==> config.mk <==
export PLATFORM = sky130hd
export DESIGN_NAME = kcmd_front
export DESIGN_NICKNAME = d
export VERILOG_FILES = /design/src/rtl/kcmd_front.sv
export SDC_FILE = /design/constraint.sdc
export NUM_CORES = 1
export LEC_CHECK = 0
export BUFFER_PORTS_ARGS = -buffer_cell sky130_fd_sc_hd__buf_2
export CORE_MARGIN = 2
export CORE_UTILIZATION = 35
export DETAILED_ROUTE_END_ITERATION = 6
export GPL_TIMING_DRIVEN = 0
export SLEW_MARGIN = 30
export SYNTH_ARGS = -nofsm -noshare
export SYNTH_HDL_FRONTEND = slang
export SYNTH_SLANG_ARGS = --single-unit
==> constraint.sdc <==
create_clock -name clk -period 1.5 [get_ports clk]
set_input_delay 0 -clock clk [delete_from_list [all_inputs] [get_ports clk]]
set_output_delay 0 -clock clk [all_outputs]
set_load 0.01 [all_outputs]
==> src/rtl/kcmd_front.sv <==
module kcmd_front #(
  parameter int NPROC   = 2,
  parameter int NTASK   = 8,
  parameter int DW      = 32,
  parameter int SVC_MAP = 32'h0000_003F,
  localparam int PW     = (NPROC > 1) ? $clog2(NPROC) : 1
) (
  input  logic          clk,
  input  logic          rst_n,
  input  logic          bus_wr,
  input  logic [7:0]    bus_addr,
  input  logic [DW-1:0] bus_wdata,
  output logic [DW-1:0] bus_rdata,
  output logic          svc_req,
  output logic [PW-1:0] svc_proc,
  output logic [DW-1:0] svc_cmd,
  output logic [DW-1:0] svc_p1,
  output logic [DW-1:0] svc_p2,
  input  logic          svc_done,
  input  logic [7:0]    svc_err,
  input  logic [DW-1:0] svc_ret,
  input  logic          sched_valid,
  input  logic [PW-1:0] sched_proc,
  input  logic [15:0]   sched_tcb,
  input  logic          sched_migr,
  input  logic [PW-1:0] sched_prev,
  output logic [NPROC-1:0] irq
);

  localparam logic [7:0] BUSY_CODE = 8'hFF;

  logic [DW-1:0] arg1_q [NPROC];
  logic [DW-1:0] arg2_q [NPROC];
  logic [DW-1:0] code_q [NPROC];
  logic [DW-1:0] ret_q  [NPROC];
  logic [31:0]   rec_q  [NPROC];
  logic [7:0]    res_q  [NPROC];
  logic [NPROC-1:0] wait_q, cev_q, sev_q;

  logic          busy_q;
  logic [PW-1:0] cur_q, rr_q;
  logic          gnt_any;
  logic [PW-1:0] gnt_idx;

  wire [3:0] win = bus_addr[7:4];
  wire [3:0] off = bus_addr[3:0];
  wire       win_ok = (win != 4'd0) && (int'(win) <= NPROC);
  wire [PW-1:0] wsel = PW'(win - 4'd1);
  wire       finish = busy_q && svc_done;

  assign irq     = cev_q | sev_q;
  assign svc_req = busy_q;
  assign svc_proc = cur_q;

  for (genvar p = 0; p < NPROC; p++) begin : g_proc
    wire hit    = bus_wr && win_ok && (int'(wsel) == p);
    wire cmd_wr = hit && off == 4'd2;
    wire ack_wr = hit && off == 4'd6;
    wire done_p = finish && (int'(cur_q) == p);
    wire sch_p  = sched_valid && (int'(sched_proc) == p);

    always_ff @(posedge clk or negedge rst_n) begin
      if (!rst_n) begin
        arg1_q[p] <= '0; arg2_q[p] <= '0; code_q[p] <= '0;
        ret_q[p]  <= '0; rec_q[p]  <= '0; res_q[p]  <= '0;
        wait_q[p] <= 1'b0; cev_q[p] <= 1'b0; sev_q[p] <= 1'b0;
      end else begin
        if (hit && off == 4'd0) arg1_q[p] <= bus_wdata;
        if (hit && off == 4'd1) arg2_q[p] <= bus_wdata;
        if (ack_wr) begin
          if (bus_wdata[0]) cev_q[p] <= 1'b0;
          if (bus_wdata[1]) sev_q[p] <= 1'b0;
        end
        if (cmd_wr) begin
          if (wait_q[p]) begin
            res_q[p] <= BUSY_CODE;
            cev_q[p] <= 1'b1;
          end else begin
            wait_q[p] <= 1'b1;
            code_q[p] <= bus_wdata;
          end
        end
        if (done_p) begin
          wait_q[p] <= 1'b0;
          ret_q[p]  <= svc_ret;
          res_q[p]  <= svc_err;
          cev_q[p]  <= 1'b1;
        end
        if (sch_p) begin
          sev_q[p] <= 1'b1;
          rec_q[p] <= {sched_migr, 7'd0, 8'(sched_prev), sched_tcb};
        end
      end
    end
  end

  always_comb begin
    gnt_any = 1'b0;
    gnt_idx = '0;
    for (int k = NPROC; k >= 1; k--) begin
      int j;
      j = int'(rr_q) + k;
      if (j >= NPROC) j = j - NPROC;
      if (wait_q[j]) begin
        gnt_any = 1'b1;
        gnt_idx = PW'(j);
      end
    end
  end

  always_ff @(posedge clk or negedge rst_n) begin
    if (!rst_n) begin
      busy_q  <= 1'b0;
      cur_q   <= '0;
      rr_q    <= PW'(NPROC - 1);
      svc_cmd <= '0;
      svc_p1  <= '0;
      svc_p2  <= '0;
    end else if (!busy_q) begin
      if (gnt_any) begin
        busy_q  <= 1'b1;
        cur_q   <= gnt_idx;
        rr_q    <= gnt_idx;
        svc_cmd <= code_q[gnt_idx];
        svc_p1  <= arg1_q[gnt_idx];
        svc_p2  <= arg2_q[gnt_idx];
      end
    end else if (svc_done) begin
      busy_q <= 1'b0;
    end
  end

  always_comb begin
    bus_rdata = '0;
    if (win == 4'd0) begin
      case (off)
        4'd0: bus_rdata = DW'(NPROC);
        4'd1: bus_rdata = DW'(NTASK);
        4'd2: bus_rdata = DW'(SVC_MAP);
        default: bus_rdata = '0;
      endcase
    end else if (win_ok) begin
      case (off)
        4'd0: bus_rdata = arg1_q[wsel];
        4'd1: bus_rdata = arg2_q[wsel];
        4'd3: bus_rdata = DW'({res_q[wsel], 5'd0, sev_q[wsel], cev_q[wsel], wait_q[wsel]});
        4'd4: bus_rdata = ret_q[wsel];
        4'd5: bus_rdata = DW'(rec_q[wsel]);
        default: bus_rdata = '0;
      endcase
    end
  end

endmodule

Word level (Yosys, flattened, before mapping)
Index checks and enable logic that the tools add are counted.
{"block": "totals", "output_inout_bits": 132, "input_bits": 104, "regBits": 413, "word_cells": 161}
{"block": "classes", "n_bitwise": 9, "n_lt_le_gt_ge": 8, "add_sub_neg": 5, "eq_ne": 6, "n_reduce_logical": 35, "n_mux": 74}
{"op": "$mux W32", "n": 25}
{"op": "$pmux W32 S5", "n": 1}
{"op": "$mux W8", "n": 9}
{"op": "$lt A32 B3 Y1 const B", "n": 2}
{"op": "$mux W1", "n": 38}
{"op": "$pmux W6 S3", "n": 1}
{"op": "$logic_and A1 B1 Y1", "n": 17}
{"op": "$reduce_bool A2 Y1", "n": 8}
{"op": "$reduce_and A2 Y1", "n": 7}
{"op": "$eq A4 B3 Y1 const B", "n": 3}
{"op": "$eq A4 B2 Y1 const B", "n": 2}
{"op": "$logic_not A4 Y1", "n": 2}
{"op": "$ge A2 B2 Y1 const B", "n": 3}
{"op": "$not A1 Y1", "n": 6}
{"op": "$eq A4 B1 Y1 const B", "n": 1}
{"op": "$le A4 B2 Y1 const B", "n": 1}
{"op": "$not A1 Y2", "n": 2}
{"op": "$reduce_bool A4 Y1", "n": 1}
{"op": "$sub A3 B2 Y4 const B", "n": 1}
{"op": "$add A1 B2 Y3 const B", "n": 1}
{"op": "$ge A3 B2 Y1 const B", "n": 1}
{"op": "$sub A2 B2 Y3 const B", "n": 1}
{"op": "$add A1 B1 Y2 const B", "n": 1}
{"op": "$lt A1 B2 Y1 const B", "n": 1}
{"op": "other kinds (2)", "n": 2}

Depth between registers and ports, before layout
{"block": "depth", "ltp_word": 12, "ltp_mapped": 7, "mapped_depth_nobuf": 4}

Least setup slack after synthesis
No wires, ideal clock.
{"block": "synth_timing", "path_type": "flip-flop to flip-flop", "start": "register wait_q[0]", "end": "register svc_cmd[27]", "synth_period_minus_slack_ps": 1581, "setup_time_ps": 83, "arrival_ps": 1498, "path_stages_with_launch": 8, "path_buffers": 4, "path_slack_ps": -81, "required_time_ps": 1417, "cell_sequence": "dfrtp_1 -> clkbuf_1 -> o21ai_0 -> buf_2 -> buf_2 -> buf_2 -> nand2_1 -> o21ai_0"}
{"block": "synth_via", "elab_chain_cells": 9, "word_cells_on_any_way": 15, "classes_between": "13 x mux; 1 x bitwise; 1 x reduce/logical"}
{"element": "start: declaration", "line_no": "38", "source": "logic [NPROC-1:0] wait_q, cev_q, sev_q;"}
{"element": "start signal: indexed assignment", "line_no": "66", "source": "wait_q[p] <= 1'b0; cev_q[p] <= 1'b0; sev_q[p] <= 1'b0;"}
{"element": "start signal: indexed assignment", "line_no": "79", "source": "wait_q[p] <= 1'b1;"}
{"element": "start signal: indexed assignment", "line_no": "84", "source": "wait_q[p] <= 1'b0;"}
{"element": "$mux W1 (not written as such) (3 in a row)", "line_no": "104", "source": "if (wait_q[j]) begin"}
{"element": "$mux W1 (2 in a row)", "line_no": "104"}
{"element": "$not A1 Y2 (not written as such)", "line_no": "124", "source": "svc_cmd <= code_q[gnt_idx];"}
{"element": "$mux W32 (not written as such) (3 in a row)", "line_no": "124"}
{"element": "end signal: assignment", "line_no": "124"}
{"element": "end: declaration", "line_no": "16", "source": "output logic [DW-1:0] svc_cmd,"}
Parallel ways exist; a longest one is shown, timed or not. The select of a mux whose other input is x is not followed.
A chain may end at the register's enable or synchronous reset.

Worst setup path in the final report
{"block": "layout_timing", "start": "register arg2_q[32] (netlist bit)", "end": "output port bus_rdata[0]"}
{"block": "layout_via", "elab_chain_cells": 6}
{"element": "start: declaration", "line_no": "33", "source": "logic [DW-1:0] arg2_q [NPROC];"}
{"element": "start signal: indexed assignment", "line_no": "69", "source": "if (hit && off == 4'd1) arg2_q[p] <= bus_wdata;"}
{"element": "$mux W32 (not written as such) (3 in a row)", "line_no": "145", "source": "4'd1: bus_rdata = arg2_q[wsel];"}
{"element": "$pmux W32 S5", "line_no": "143", "source": "case (off)"}
{"element": "$mux W32", "line_no": "142", "source": "end else if (win_ok) begin"}
{"element": "$mux W32", "line_no": "135", "source": "if (win == 4'd0) begin"}
{"element": "end: declaration", "line_no": "13", "source": "output logic [DW-1:0] bus_rdata,"}
No other way between the ends. The select of a mux whose other input is x is not followed.

==> metrics <==
status complete, but fails checks; failing checks negative setup slack; final wirelength around 67 mm; Avg Cell Area, Syn between 10 and 15 µm²; FF-to-FF End svc_p1[4]$_DFFE_PN0P_; FP Rows 84; Worst Skew 18.3 ps; Layout fillers around 4500; clk sink count between 400 and 500; count of flip-flops with a built-in enable after synthesis 0; Seq/Total Area, Yosys 0.558; Setup crit end kind output port; Synth-to-Final Area Change 43.3%; worst reg2reg path depth 9; DRT Pass-1 Iters 5; PortBufs between 200 and 250; HPWL after DPL 43.3 mm; final hold vios 0; # nets final 2022; Netlist cell types 54; Die W between 200 and 250 µm; max cap viols 0; layout cell share with drive strength beyond 1 0.552; Cell Chain, Critical Path mux4_2 > nor4bb_4 > nor3_2 > o21ai_2 > buf_2; top-count cell post-synth dfrtp_1; WL/cell ~25 µm; fin crit period 2050 ps; worst hold-check path type input port to async pin; buffer depth of the longest clock path 3; Post-synth top cells dfrtp_1, mux2_2, mux2i_1, nand2_1, o21ai_0; Post-Synthesis Cells approximately 1400; critical path arrival between 2000 and 2500 ps; required time of the critical path around 1500 ps; worst reg2reg setup slack -280 ps; Slew headroom 0.448; Largest stage delay, worst path 480 ps; Final period util 1.37; dominant synthesized flop cell dfrtp_1; Core Region 52400 µm²; Final Max Slew Viols 0; top cell type's share of synthesized area 0.557; IO Pins between 200 and 250; Placer Congestion approximately 0.86; drt initial violations 882; CP max-delay cell mux4_2; Slew @ Worst Pin just over 800 ps; power density cells 1250 nW/µm²; die area between 50000 and 60000 µm²; fin cells around 2600; Detail Route Antenna Nets 0; Syn Std Cell Area 18500 µm²; final worst setup slack -550 ps; Inst Count DP 2354; GRT Residual Overflow 0; area leader, netlist dfrtp_1; unrepaired setup endpoints after global routing yes; CTS Buf Count 45; worst reg2reg startpoint wait_q[0]$_DFFE_PN0P_; critical path class register to output port; Async SR Flop Fraction 1.00; # DRC 0; Synth Register Bits slightly above 400; endpoints failing setup around 190; H-tree Lvls 2; total track usage 0.233; fmax just under 500 MHz; dominant cells by area after synthesis dfrtp_1, mux2_2, mux2i_1; clk root buf clkbuf_16; Worst-Skew Late Latency roughly 580 ps; Avg Vias per Cell around 5.4; first-pass GRT wire length 93.6 mm; Synth Warn # 0; worst vdd ir a little over 800 µV; Top delay family on crit path multiplexers; leakage approximately 12 nW; Starting Density 0.353; Tot Pwr between 30 and 40 mW; Post-Syn Nets between 1500 and 2000; CP bufs+invs 1; die height ~230 µm; largest net degree at the start of global routing 86; CTS tree built; Max FO, Critical Path 3; detailed-route via count 14200; initial antenna violation count 6; clock slew at reported path FFs about 60 ps; vias in the first global route approximately 14000; Startpoint Class register
==> tightest hold or removal path, delay by kind of cell <==
| family | cells | cell delay [ps] |
|---|---|---|
| buffers and inverters | 3 | 940 |
==> cells by family after synthesis <==
group | synth area share
muxes | 0.275
DFF | 0.558
AOI/OAI and AO/OA | 0.0800
and+or+nand+nor | 0.0551
buffers and inverters | 0.0307
xor gates and xnor gates | 0.000473
==> routing by layer <==
metal  GRT usage  part of all wire
met5           0           0.00018
met1       0.306              0.41
met2       0.378              0.48
met4      0.0928             0.042
met3      0.0492             0.062
==> power by group <==
part	internal [mW]	total [mW]	switching, mW
Combinational	4.12	7.89	3.77
Sequential	13.1	14.4	1.28
Clock	6.24	10.8	4.56
Total	23.5	33.1	9.61
==> worst max path at each step <==
stage | depth (start not counted) | slack, ps | end | start
final | 5 | -550 | bus_rdata[0] | arg2_q[32]$_DFFE_PN0P_
after global routing | 5 | -600 | bus_rdata[0] | rec_q[32]$_DFFE_PN0P_
after CTS | 5 | -590 | bus_rdata[0] | rec_q[32]$_DFFE_PN0P_
after detailed placement | 7 | -920 | svc_p2[23]$_DFFE_PN0P_ | wait_q[0]$_DFFE_PN0P_
after global placement | 1 | -7720 | ret_q[37]$_DFFE_PN0P_ | rst_n
after floorplan | 7 | 0.2 | svc_cmd[11]$_DFFE_PN0P_ | wait_q[0]$_DFFE_PN0P_
==> sequential cells by signal, indices dropped and copies added, names as in the netlist <==
name,cells
rec_q,36
arg1_q,64
wait_q,2
svc_p2,32
sev_q,2
svc_cmd,32
svc_proc,1
cev_q,2
arg2_q,64
svc_req,1
ret_q,64
svc_p1,32
code_q,64
res_q,16
rr_q,1
==> stage by stage <==
stage	setup TNS [ps]	hold slack, ps	area [µm²]	worst slack [ps]	util
after floorplan	0	-296	18500	0.211	-
after global placement	-3330050	209	20500	-7720	0.391
final	-28610	17.3	26500	-550	0.506
after detailed placement	-168210	-100	20700	-916	0.394
after global routing	-36930	33.8	26500	-604	0.506
after CTS	-18920	0.986	25200	-587	0.480
==> cell type report <==
cell class / count / area, µm² / area share
plain buffers: 93 / 988 / 0.0373
clock buffers: 63 / 1270 / 0.0480
multi-input cells: 910 / 9040 / 0.341
flip-flops and latches: 413 / 10300 / 0.390
repair buffers: 451 / 3870 / 0.146
inverters: 4 / 17.5 / 0.000660
well taps: 688 / 861 / 0.0324
diodes: 5 / 12.5 / 0.000472
clock inverters: 14 / 131 / 0.00495
==> what timing repair did <==
item,4_1_cts,5_1_grt
setup buffers,57,45
endpoints found under the setup margin,271,256
hold buffers,97,0
pin swaps,52,100
gates cloned,15,15
hold endpoints to repair,573,0
gates resized for setup,370,318
==> cells in the final DEF, fill, tap and decap left out, drive strengths merged, types with 2 or more instances in the layout <==
master / n
dfrtp: 412
nor3: 19
a221oi: 12
a21oi: 21
nand2b: 3
nand2: 114
o22a: 16
nor4: 2
mux2: 303
and4bb: 2
clkinv: 10
or2: 2
diode: 5
nor2: 31
a22oi: 17
nor2b: 4
clkbuf: 94
a22o: 5
dlygate4sd3: 96
o31ai: 2
nand3b: 2
nand3: 5
and3: 12
inv: 6
o21ai: 103
bufinv: 2
a21o: 8
o22ai: 30
nor4b: 2
or3: 2
o21a: 2
mux2i: 166
nor4bb: 2
nand4bb: 2
or4b: 2
buf: 416
a211oi: 13
Power figures use the tool's default switching activity.
